## src/rtl/bitprobe_pkg.sv

```systemverilog
package bitprobe_pkg;

    localparam int OPR_W    = 8;
    localparam int OPC_W    = 8;
    localparam int FLAG_W   = 8;
    localparam int IDX_LSB  = 3;
    localparam int SEL_W    = 3;
    localparam logic [1:0] GRP_CODE = 2'b01;

    // operand bit positions that are mirrored into dedicated flags
    localparam int S_POS    = 7;
    localparam int F5_POS   = 5;
    localparam int F3_POS   = 3;

    typedef struct packed {
        logic s;
        logic z;
        logic f5;
        logic h;
        logic f3;
        logic pv;
        logic n;
        logic c;
    } flag_t;

    function automatic flag_t build_flags(input logic bit_set,
                                          input logic at_s,
                                          input logic at_f5,
                                          input logic at_f3,
                                          input logic carry);
        flag_t f;
        f.s  = bit_set & at_s;
        f.z  = ~bit_set;
        f.f5 = bit_set & at_f5;
        f.h  = 1'b1;
        f.f3 = bit_set & at_f3;
        f.pv = ~bit_set;
        f.n  = 1'b0;
        f.c  = carry;
        return f;
    endfunction

endpackage

```

## src/rtl/bitprobe_decode.sv

```systemverilog
module bitprobe_decode
    import bitprobe_pkg::*;
#(
    parameter int OPC_BITS = OPC_W,
    parameter int IDX_BITS = 3,
    parameter int IDX_BASE = IDX_LSB,
    parameter int SEL_BITS = SEL_W,
    parameter logic [1:0] GROUP = GRP_CODE
) (
    input  logic [OPC_BITS-1:0] opcode,
    input  logic                valid,
    output logic                hit,
    output logic [IDX_BITS-1:0] idx,
    output logic [SEL_BITS-1:0] sel
);
    localparam int GRP_LSB = OPC_BITS - 2;

    logic [1:0] grp_field;

    always_comb begin
        grp_field = opcode[GRP_LSB +: 2];
        hit       = valid && (grp_field == GROUP);
        idx       = opcode[IDX_BASE +: IDX_BITS];
        sel       = opcode[SEL_BITS-1:0];
    end

endmodule

```

## src/rtl/bitprobe_eval.sv

```systemverilog
module bitprobe_eval
    import bitprobe_pkg::*;
#(
    parameter int DATA_W = OPR_W,
    parameter int IDX_BITS = $clog2(DATA_W)
) (
    input  logic [DATA_W-1:0]   operand,
    input  logic [IDX_BITS-1:0] idx,
    input  logic                carry,
    output flag_t               result
);
    logic [DATA_W-1:0] pick;
    logic              bit_set;

    genvar gi;
    generate
        for (gi = 0; gi < DATA_W; gi++) begin : g_pick
            assign pick[gi] = (idx == IDX_BITS'(gi));
        end
    endgenerate

    always_comb begin
        bit_set = |(operand & pick);
        result  = build_flags(bit_set, pick[S_POS], pick[F5_POS],
                              pick[F3_POS], carry);
    end

    // a clear tested bit never reports into S/F5/F3
    always_comb begin
        if (!bit_set)
            a_r7_quiet_when_clear: assert ({result.s, result.f5, result.f3} == 3'b000);
    end

endmodule

```

## src/rtl/bitprobe_flag_reg.sv

```systemverilog
module bitprobe_flag_reg
    import bitprobe_pkg::*;
#(
    parameter int WIDTH = FLAG_W,
    parameter logic [WIDTH-1:0] RST_VAL = '0
) (
    input  logic             clk,
    input  logic             rst,
    input  logic             load,
    input  logic [WIDTH-1:0] d,
    output logic [WIDTH-1:0] q
);
    always_ff @(posedge clk) begin
        if (rst)
            q <= RST_VAL;
        else if (load)
            q <= d;
    end

    // no load, no change
    a_r9_hold_without_load: assert property (@(posedge clk) disable iff (rst)
        !load |=> $stable(q));

endmodule

```

## src/rtl/bitprobe_top.sv

```systemverilog
module bitprobe_top
    import bitprobe_pkg::*;
#(
    parameter int DATA_W = OPR_W,
    parameter int OPC_BITS = OPC_W,
    parameter int SEL_BITS = SEL_W,
    parameter int IDX_BASE = IDX_LSB,
    parameter logic [1:0] GROUP = GRP_CODE
) (
    input  logic                clk,
    input  logic                rst,
    input  logic                op_valid,
    input  logic [OPC_BITS-1:0] opcode,
    input  logic [DATA_W-1:0]   operand,
    input  logic                carry_in,
    output logic                op_hit,
    output logic [SEL_BITS-1:0] src_sel,
    output logic [FLAG_W-1:0]   flags_out
);
    localparam int IDX_BITS = $clog2(DATA_W);

    logic [IDX_BITS-1:0] bit_idx;
    flag_t               next_flags;
    flag_t               cur_flags;

    bitprobe_decode #(
        .OPC_BITS (OPC_BITS),
        .IDX_BITS (IDX_BITS),
        .IDX_BASE (IDX_BASE),
        .SEL_BITS (SEL_BITS),
        .GROUP    (GROUP)
    ) u_decode (
        .opcode (opcode),
        .valid  (op_valid),
        .hit    (op_hit),
        .idx    (bit_idx),
        .sel    (src_sel)
    );

    bitprobe_eval #(
        .DATA_W   (DATA_W),
        .IDX_BITS (IDX_BITS)
    ) u_eval (
        .operand (operand),
        .idx     (bit_idx),
        .carry   (carry_in),
        .result  (next_flags)
    );

    bitprobe_flag_reg #(
        .WIDTH   (FLAG_W),
        .RST_VAL ('0)
    ) u_flags (
        .clk  (clk),
        .rst  (rst),
        .load (op_hit),
        .d    (next_flags),
        .q    (flags_out)
    );

    assign cur_flags = flag_t'(flags_out);

    a_r5_h_set_n_clear: assert property (@(posedge clk) disable iff (rst)
        op_hit |=> (cur_flags.h && !cur_flags.n));

    a_r6_carry_passed: assert property (@(posedge clk) disable iff (rst)
        op_hit |=> (cur_flags.c == $past(carry_in)));

    a_r4_pv_tracks_z: assert property (@(posedge clk) disable iff (rst)
        op_hit |=> (cur_flags.pv == cur_flags.z));

    a_r8_single_report: assert property (@(posedge clk) disable iff (rst)
        op_hit |=> $onehot0({cur_flags.s, cur_flags.f5, cur_flags.f3}));

    a_r7_zero_silences: assert property (@(posedge clk) disable iff (rst)
        (op_hit ##1 cur_flags.z) |-> !(cur_flags.s || cur_flags.f5 || cur_flags.f3));

    a_r1_hit_needs_valid: assert property (@(posedge clk) disable iff (rst)
        !op_valid |-> !op_hit);

endmodule

```

## config.mk

```make
export PLATFORM = sky130hd
export DESIGN_NAME = bitprobe_top
export DESIGN_NICKNAME = d
export VERILOG_FILES = /design/src/rtl/bitprobe_pkg.sv /design/src/rtl/bitprobe_decode.sv /design/src/rtl/bitprobe_eval.sv /design/src/rtl/bitprobe_flag_reg.sv /design/src/rtl/bitprobe_top.sv
export SDC_FILE = /design/constraint.sdc
export NUM_CORES = 1
export LEC_CHECK = 0
export ABC_CLOCK_PERIOD_IN_PS = 1200
export BUFFER_PORTS_ARGS = -buffer_cell sky130_fd_sc_hd__buf_2
export CAP_MARGIN = 25
export CORE_AREA = 2 2 39 41
export DETAILED_ROUTE_END_ITERATION = 8
export DIE_AREA = 0 0 41 43
export PLACE_DENSITY = 0.65
export RECOVER_POWER = 50
export SLEW_MARGIN = 20
export SYNTH_ARGS = -nofsm -noshare
export SYNTH_HDL_FRONTEND = slang
export SYNTH_SLANG_ARGS = --single-unit
```

## constraint.sdc

```tcl
create_clock -name clk -period 1.2 [get_ports clk]
set_input_delay 0.18 -clock clk [delete_from_list [all_inputs] [get_ports clk]]
set_output_delay 0.18 -clock clk [all_outputs]
set_load 0.005 [all_outputs]
```

==> summary.md, run 1 <==
| Metric | Value |
|---|---|
| WL final | `874 µm` |
| Syn Inst Count | `41` |
| Final period util | `79.01%` |
| CP Cell Sequence | `buf_2, and3b_1, buf_12, buf_2` |
| Worst-path maximum fanout | `11` |
| Ys Warns | `0` |
| RSZ-0062 raised after global routing | `no` |
| IO Port Bufs | `24` |
| Final-report setup violation count | `0` |
| Maximum root-to-sink buffer count | `2` |
| TritonCTS buffer count | `3` |
| Req. time, crit path | `1.02 ns` |
| Syn avg cell area | `9.369 µm²` |
| Vias/cell | `4.558` |
| Routed Antenna Nets | `0` |
| Clk pwr share | `38.0%` |
| DIE WIDTH | `41 µm` |
| Fin worst setup slack | `0.2519 ns` |
| Post-layout minimum cycle time | `0.9481 ns` |
| Max incr delay on CP | `0.24 ns` |
| Root Buffer Master | `clkbuf_4` |
| Share of cells above drive strength 1 | `44.26%` |
| Setup_tns | `0 ns` |
| Site Rows | `14` |
| Clk slew on worst S/H paths | `0.04 ns` |
| Worst path slowest cell | `and3b_1` |
| Critical path class | `input port to primary output` |
| Starting Density | `27.76%` |
| Fillers | `148` |
| Total congestion overflow | `0` |
| Highest metal used | `met3` |
| Post-synth design cell area | `384.1 µm²` |
| Sw Share | `24.02%` |
| PD cells | `953.4 nW/µm²` |
| Synth cell types | `16` |
| Max Cap Viol | `0` |
| Antenna diodes | `0` |
| Clk_skew | `0 ns` |
| # DRC | `0` |
| LEAKAGE | `0.2699 nW` |
| Number of hold buffers added after cts | `0` |
| Fin nets | `83` |
| Post-Place Worst Slack | `0.04141 ns` |
| Most used cell, CP | `buf_2` |
| Worst-skew pair later-pin latency | `0.24 ns` |
| Drt wl/cell | `11.35 µm` |
| Startpoint Class | `input port` |
| Worst path buffer plus inverter count | `3` |
| Max Freq | `1055 MHz` |
| Worst Hold Class | `input port to flop` |
| First-pass GRT wire length | `1345 µm` |
| Internal power | `0.0003698 W` |
| Max reg flops | `6` |
| Largest net degree at the start of global routing | `12` |
| CP delay by family, top | `buffers and inverters` |
| First-pass DRT Iterations | `2` |
| Combinational group share of total power | `19.2%` |
| Sequential area share after synthesis | `31.27%` |
| Worst Setup End Kind | `primary output` |
| Final Hold Violating Endpoints | `0` |
| Io pins | `32` |
| Part of the power in registers | `42.8%` |
| Worst vdd ir | `0.0004686 V` |
| H-tree levels | `1` |
| Top flop regs | `u_flags.q: 6 flops` |
| Core Region | `1384 µm²` |
| GR Util All Layers | `11.18%` |
| CTS tree | `built` |
| Die Ht | `43 µm` |
| Initial antenna violation count | `0` |
| RD Place Congestion | `0.6697` |
| PostCTS Resize Cnt | `0` |
| Met2 wire len | `369 µm` |
| Metal1 wirelength | `387 µm` |
| Vias in the first global route | `351` |
| Count of final max-slew check failures | `0` |
| CTS Sinks | `6` |
| Sw power | `0.0001169 W` |
| Total number of vias | `351` |
| Seq cells post-synth | `6` |
| Layout Cells excl Fill | `77` |
| Die ar. | `1763 µm²` |
| Post-synth net total | `61` |
| First-iteration detailed-routing DRC count | `2` |
| Number of instances in the placed design | `74` |
| Register with the most flip-flops | `u_flags.q` |
| Critical Path AT | `0.77 ns` |
| Total setup buffers inserted after CTS | `0` |
| Outcome | `finished clean` |
| Synth-to-layout area growth | `32.90%` |
| Met3 WL | `117 µm` |
cell usage in the layout, fill, tap and decap left out, types with 2 or more instances in the layout:
cell type  Yosys  routed
buf_2          1      23
mux2i_1        8       8
dfxtp_1        6       6
and3b_1        3       3
nor2_1         3       3
a311oi_1       3       3
clkbuf_4       0       3
o32a_1         2       2
inv_1          2       2
Yosys cell counts:
| cell | n | share of area, % |
|---|---|---|
| conb_1 | 1 | 0.98 |
| buf_2 | 1 | 1.3 |
| inv_1 | 2 | 2.0 |
| and3_1 | 1 | 1.6 |
| nor3b_1 | 1 | 2.0 |
| a41o_1 | 1 | 2.6 |
| clkbuf_2 | 1 | 1.3 |
| and3b_1 | 3 | 6.8 |
| dfxtp_1 | 6 | 31 |
| buf_4 | 6 | 12 |
| o32a_1 | 2 | 5.2 |
| nand2_1 | 1 | 0.98 |
| nor2_1 | 3 | 2.9 |
| a311oi_1 | 3 | 6.8 |
| mux2i_1 | 8 | 21 |
| nand2b_1 | 1 | 1.6 |
area by class of cell:
type	instances	area, µm²	area share, %
inverter	2	7.507	1.471
multi-input combinational	25	201.4	39.46
tap	16	20.02	3.922
timing repair buffer	25	138.9	27.21
clock buffer	3	22.52	4.412
sequential	6	120.1	23.53
stage by stage:
stage / util [%] / area, µm² / hold slack (ns) / power (W)
after detailed placement: 35.35 / 489.2 / 0.3601 / 0.0003060
after CTS: 36.98 / 511.7 / 0.1700 / 0.0004965
after floorplan: - / 384.1 / 0.2521 / 0.0002728
final: 36.89 / 510.5 / 0.1744 / 0.0004867
after global placement: 35.35 / 489.2 / 0.3601 / 0.0003032
after global routing: 36.89 / 510.5 / 0.2122 / 0.0005153
power by group through the flow:
stage / Clock (W) / Combinational, W / Sequential, W
2_1_floorplan: 0 / 0.0000602 / 0.000213
3_3_place_gp: 0 / 0.0000914 / 0.000212
3_5_place_dp: 0 / 0.0000942 / 0.000212
4_1_cts: 0.000194 / 0.0000946 / 0.000208
5_1_grt: 0.000204 / 0.000102 / 0.000209
6_report: 0.000185 / 0.0000936 / 0.000208
cell families (layout without fill, tap and decap cells):
logic type | after synthesis | in the layout | synth area share (%)
AND/OR/NAND/NOR | 10 | 10 | 15.96
buffers and inverters | 10 | 30 | 16.28
multiplexers | 8 | 8 | 20.85
AO/OA/AOI/OAI | 6 | 6 | 14.66
flip-flops | 6 | 6 | 31.27
other | 1 | 1 | 0.9763
worst register-to-register path, cell delays in order, from the launching register on:
cell     delay, ns
dfxtp_1       0.31
nor3b_1       0.13
a41o_1        0.20
path summary, 6_finish.rpt:
path	start	endpoint	slack (ns)	cells past startpoint
max	opcode[7]	op_hit	0.25	4
min	carry_in	u_flags.q[0]$_SDFFE_PP0P_	0.17	3
max reg2reg	u_flags.q[6]$_SDFFE_PP0P_	u_flags.q[6]$_SDFFE_PP0P_	0.45	2
min reg2reg	u_flags.q[4]$_SDFFE_PP0P_	u_flags.q[4]$_SDFFE_PP0P_	0.46	2
layer usage:
layer	GRT usage [%]	vias up
met5	0	-
met2	17.81	22
met4	5.333	0
met3	3.665	0
li1	-	182
met1	12.66	147
(Power assumes the default switching activity.)
==> inputs of run 2 (changes only) <==
ABC_CLOCK_PERIOD_IN_PS = 900   (was 1200)
clock period = 0.9 ns   (was 1.2 ns; I/O delays follow)
==> run 2 against run 1 <==
Clock skew stayed put. First-iteration DRC count grew to 3.0 times the previous value. Critical endpoint is now u_flags.q[7]$_SDFFE_PP0P_. Final cell count is 3.9% higher. Sequential power is 34% higher. Non-clock buffer count is 3 higher.
==> summary.md, run 2 (synthesis results as in run 1) <==
| Metric | Value |
|---|---|
| H-tree levels | `1 (unchanged)` |
| First-pass DRT Iterations | `4 (was 2)` |
| Max Freq | `1144 MHz` |
| Vias in the first global route | `329 (was 351)` |
| First-iteration detailed-routing DRC count | `6 (was 2)` |
| Share of cells above drive strength 1 | `51.56% (was 44.26%)` |
| Setup_tns | `0 ns (unchanged)` |
| Hold Path Stages | `3 (unchanged)` |
| Final hold slack | `0.1399 ns (was 0.1744 ns)` |
| Worst Setup End Kind | `flop (was primary output)` |
| RD Place Congestion | `0.7372 (was 0.6697)` |
| Worst vdd ir | `0.0005320 V (was 0.0004686 V)` |
| Site Rows | `14 (unchanged)` |
| Fillers | `149 (was 148)` |
| Routed Antenna Nets | `0 (unchanged)` |
| Fin nets | `86 (was 83)` |
| # DRC | `0 (unchanged)` |
| Die Ht | `43 µm (unchanged)` |
| First-pass GRT wire length | `1324 µm (was 1345 µm)` |
| Vias/cell | `4.788 (was 4.558)` |
| Sw power | `0.0001641 W (was 0.0001169 W)` |
| Number of hold buffers added after cts | `0 (unchanged)` |
| Worst-path maximum fanout | `4 (was 11)` |
| Combinational group share of total power | `20.8% (was 19.2%)` |
| Req. time, crit path | `1.05 ns (was 1.02 ns)` |
| Max reg flops | `6 (unchanged)` |
| Critical R2R Capture | `u_flags.q[7]$_SDFFE_PP0P_ (was u_flags.q[6]$_SDFFE_PP0P_)` |
| Reg2Reg Depth | `2 (unchanged)` |
| Fin worst setup slack | `0.02569 ns (was 0.2519 ns)` |
| Worst-skew pair later-pin latency | `0.24 ns (about the same)` |
| Reg2reg start | `u_flags.q[7]$_SDFFE_PP0P_ (was u_flags.q[6]$_SDFFE_PP0P_)` |
| Total congestion overflow | `0 (unchanged)` |
| Leading cell type in the layout, fill and taps excluded | `buf_2 (unchanged)` |
| TritonCTS buffer count | `3 (unchanged)` |
| Max Cap Viol | `0 (unchanged)` |
| CTS tree | `built (unchanged)` |
| Internal power | `0.0005023 W (was 0.0003698 W)` |
| IO Port Bufs | `24 (unchanged)` |
| Power Total | `0.0006664 W (was 0.0004867 W)` |
| Final-report setup violation count | `0 (unchanged)` |
| Part of the power in registers | `41.7% (was 42.8%)` |
| GR Util All Layers | `11.35% (was 11.18%)` |
| CTS Sinks | `6 (unchanged)` |
| PD cells | `1230 nW/µm² (was 953.4 nW/µm²)` |
| Synth-to-layout area growth | `41.04% (was 32.90%)` |
| Most frequent cells in the layout | `buf_2 (24), mux2i_1 (8), dfxtp_1 (6) (was buf_2 (23), mux2i_1 (8), dfxtp_1 (6))` |
| LEAKAGE | `0.2890 nW (was 0.2699 nW)` |
| Critical path class | `input port to flop (was input port to primary output)` |
| Utilization after layout | `39.15% (was 36.89%)` |
| Post-layout minimum cycle time | `0.8743 ns` |
| Die ar. | `1763 µm² (unchanged)` |
| Clk_skew | `0 ns (unchanged)` |
| Drt wl/cell | `11.84 µm (was 11.35 µm)` |
| Initial antenna violation count | `0 (unchanged)` |
| Total number of vias | `383 (was 351)` |
| Root Buffer Master | `clkbuf_4 (unchanged)` |
| Final period util | `97.15%` |
| Outcome | `finished clean (unchanged)` |
| Reg2Reg Setup Slack | `0.12 ns (was 0.45 ns)` |
| Critical Path AT | `1.03 ns (was 0.77 ns)` |
| Antenna diodes | `0 (unchanged)` |
| Worst path slowest cell | `o32a_1 (was and3b_1)` |
| Largest net degree at the start of global routing | `12 (unchanged)` |
| WL final | `947 µm (was 874 µm)` |
| Max incr delay on CP | `0.35 ns (was 0.24 ns)` |
| Post-Place Worst Slack | `-0.2292 ns (was 0.04141 ns)` |
| Final Hold Violating Endpoints | `0 (unchanged)` |
| Worst Hold Class | `input port to flop (unchanged)` |
| Clk pwr share | `37.5% (was 38.0%)` |
| Worst hold endpoint | `u_flags.q[0]$_SDFFE_PP0P_ (unchanged)` |
| CP Cell Sequence | `buf_2, mux2i_1, o32a_1, a311oi_2 (was buf_2, and3b_1, buf_12, buf_2)` |
| Sw Share | `24.62% (was 24.02%)` |
| Register with the most flip-flops | `u_flags.q (unchanged)` |
| Maximum root-to-sink buffer count | `2 (unchanged)` |
| Core Region | `1384 µm² (unchanged)` |
| DIE WIDTH | `41 µm (unchanged)` |
| Clk slew on worst S/H paths | `0.05 ns (was 0.04 ns)` |
| Hold Path Origin | `carry_in (unchanged)` |
| Count of final max-slew check failures | `0 (unchanged)` |
| Starting Density | `27.76% (unchanged)` |
| Startpoint Class | `input port (unchanged)` |
| Total setup buffers inserted after CTS | `0 (unchanged)` |
| Top flop regs | `u_flags.q: 6 flops (unchanged)` |
| Io pins | `32 (unchanged)` |
-- run 2: cell types whose count changed in the layout (fill, tap and decap cells not counted) --
cell      change
and3b_2       +1
a311oi_1      -1
buf_2         +1
and3b_1       -1
clkbuf_1      -1
a311oi_2      +1
buf_4         +3
-- run 2: critical path: cells and delay by family --
family / cells / cell delay [ns]
compound gates: 2 / 0.65
buf+inv: 1 / 0.13
mux: 1 / 0.11
-- run 2: how the worst max path moves through the flow --
| stage | endpoint | cells past startpoint | from |
|---|---|---|---|
| finish | u_flags.q[7]$_SDFFE_PP0P_ | 4 | opcode[3] |
| global placement | u_flags.q[7]$_SDFFE_PP0P_ | 4 | opcode[3] |
| global route | u_flags.q[7]$_SDFFE_PP0P_ | 4 | opcode[3] |
| detailed placement | u_flags.q[3]$_SDFFE_PP0P_ | 4 | opcode[3] |
| CTS | u_flags.q[3]$_SDFFE_PP0P_ | 4 | opcode[3] |
| floorplan | u_flags.q[3]$_SDFFE_PP0P_ | 4 | opcode[3] |
-- run 2: repair_timing --
| action | 4_1_cts | 5_1_grt |
|---|---|---|
| endpoints found under the hold margin | 0 | 0 |
| setup endpoints to repair | 0 | 4 |
| resized for setup | 0 | 2 |
-- run 2: routing by layer --
layer  vias to the layer above  track usage (%)  wire length, µm
met5                         -                0                0
met4                         0            8.667               15
met3                         2            3.141               72
met2                        18            17.50              486
met1                       172            12.22              372
li1                        191                -                -
-- run 2: area by class of cell --
class | instances | area [µm²] | share of cell area (%)
Timing Repair Buffer | 28 | 162.7 | 30.02
Tap cell | 16 | 20.02 | 3.695
Clock buffer | 3 | 22.52 | 4.157
Sequential cell | 6 | 120.1 | 22.17
Multi-Input combinational cell | 25 | 209.0 | 38.57
Inverter | 2 | 7.507 | 1.386
-- run 2: metrics by stage --
step                      instance area (µm²)  cells
after floorplan                         394.1     41
after global placement                  511.7     77
after detailed placement                511.7     77
after CTS                               534.3     80
after global routing                    541.8     80
final                                   541.8     80
-- run 2: power by group through the flow --
stage               sequential (W)  clock [W]  combinational, W
floorplan                 0.000283          0         0.0000846
global placement          0.000282          0          0.000132
detailed placement        0.000282          0          0.000134
CTS                       0.000278   0.000249          0.000137
global route              0.000278   0.000270          0.000154
finish                    0.000278   0.000250          0.000139
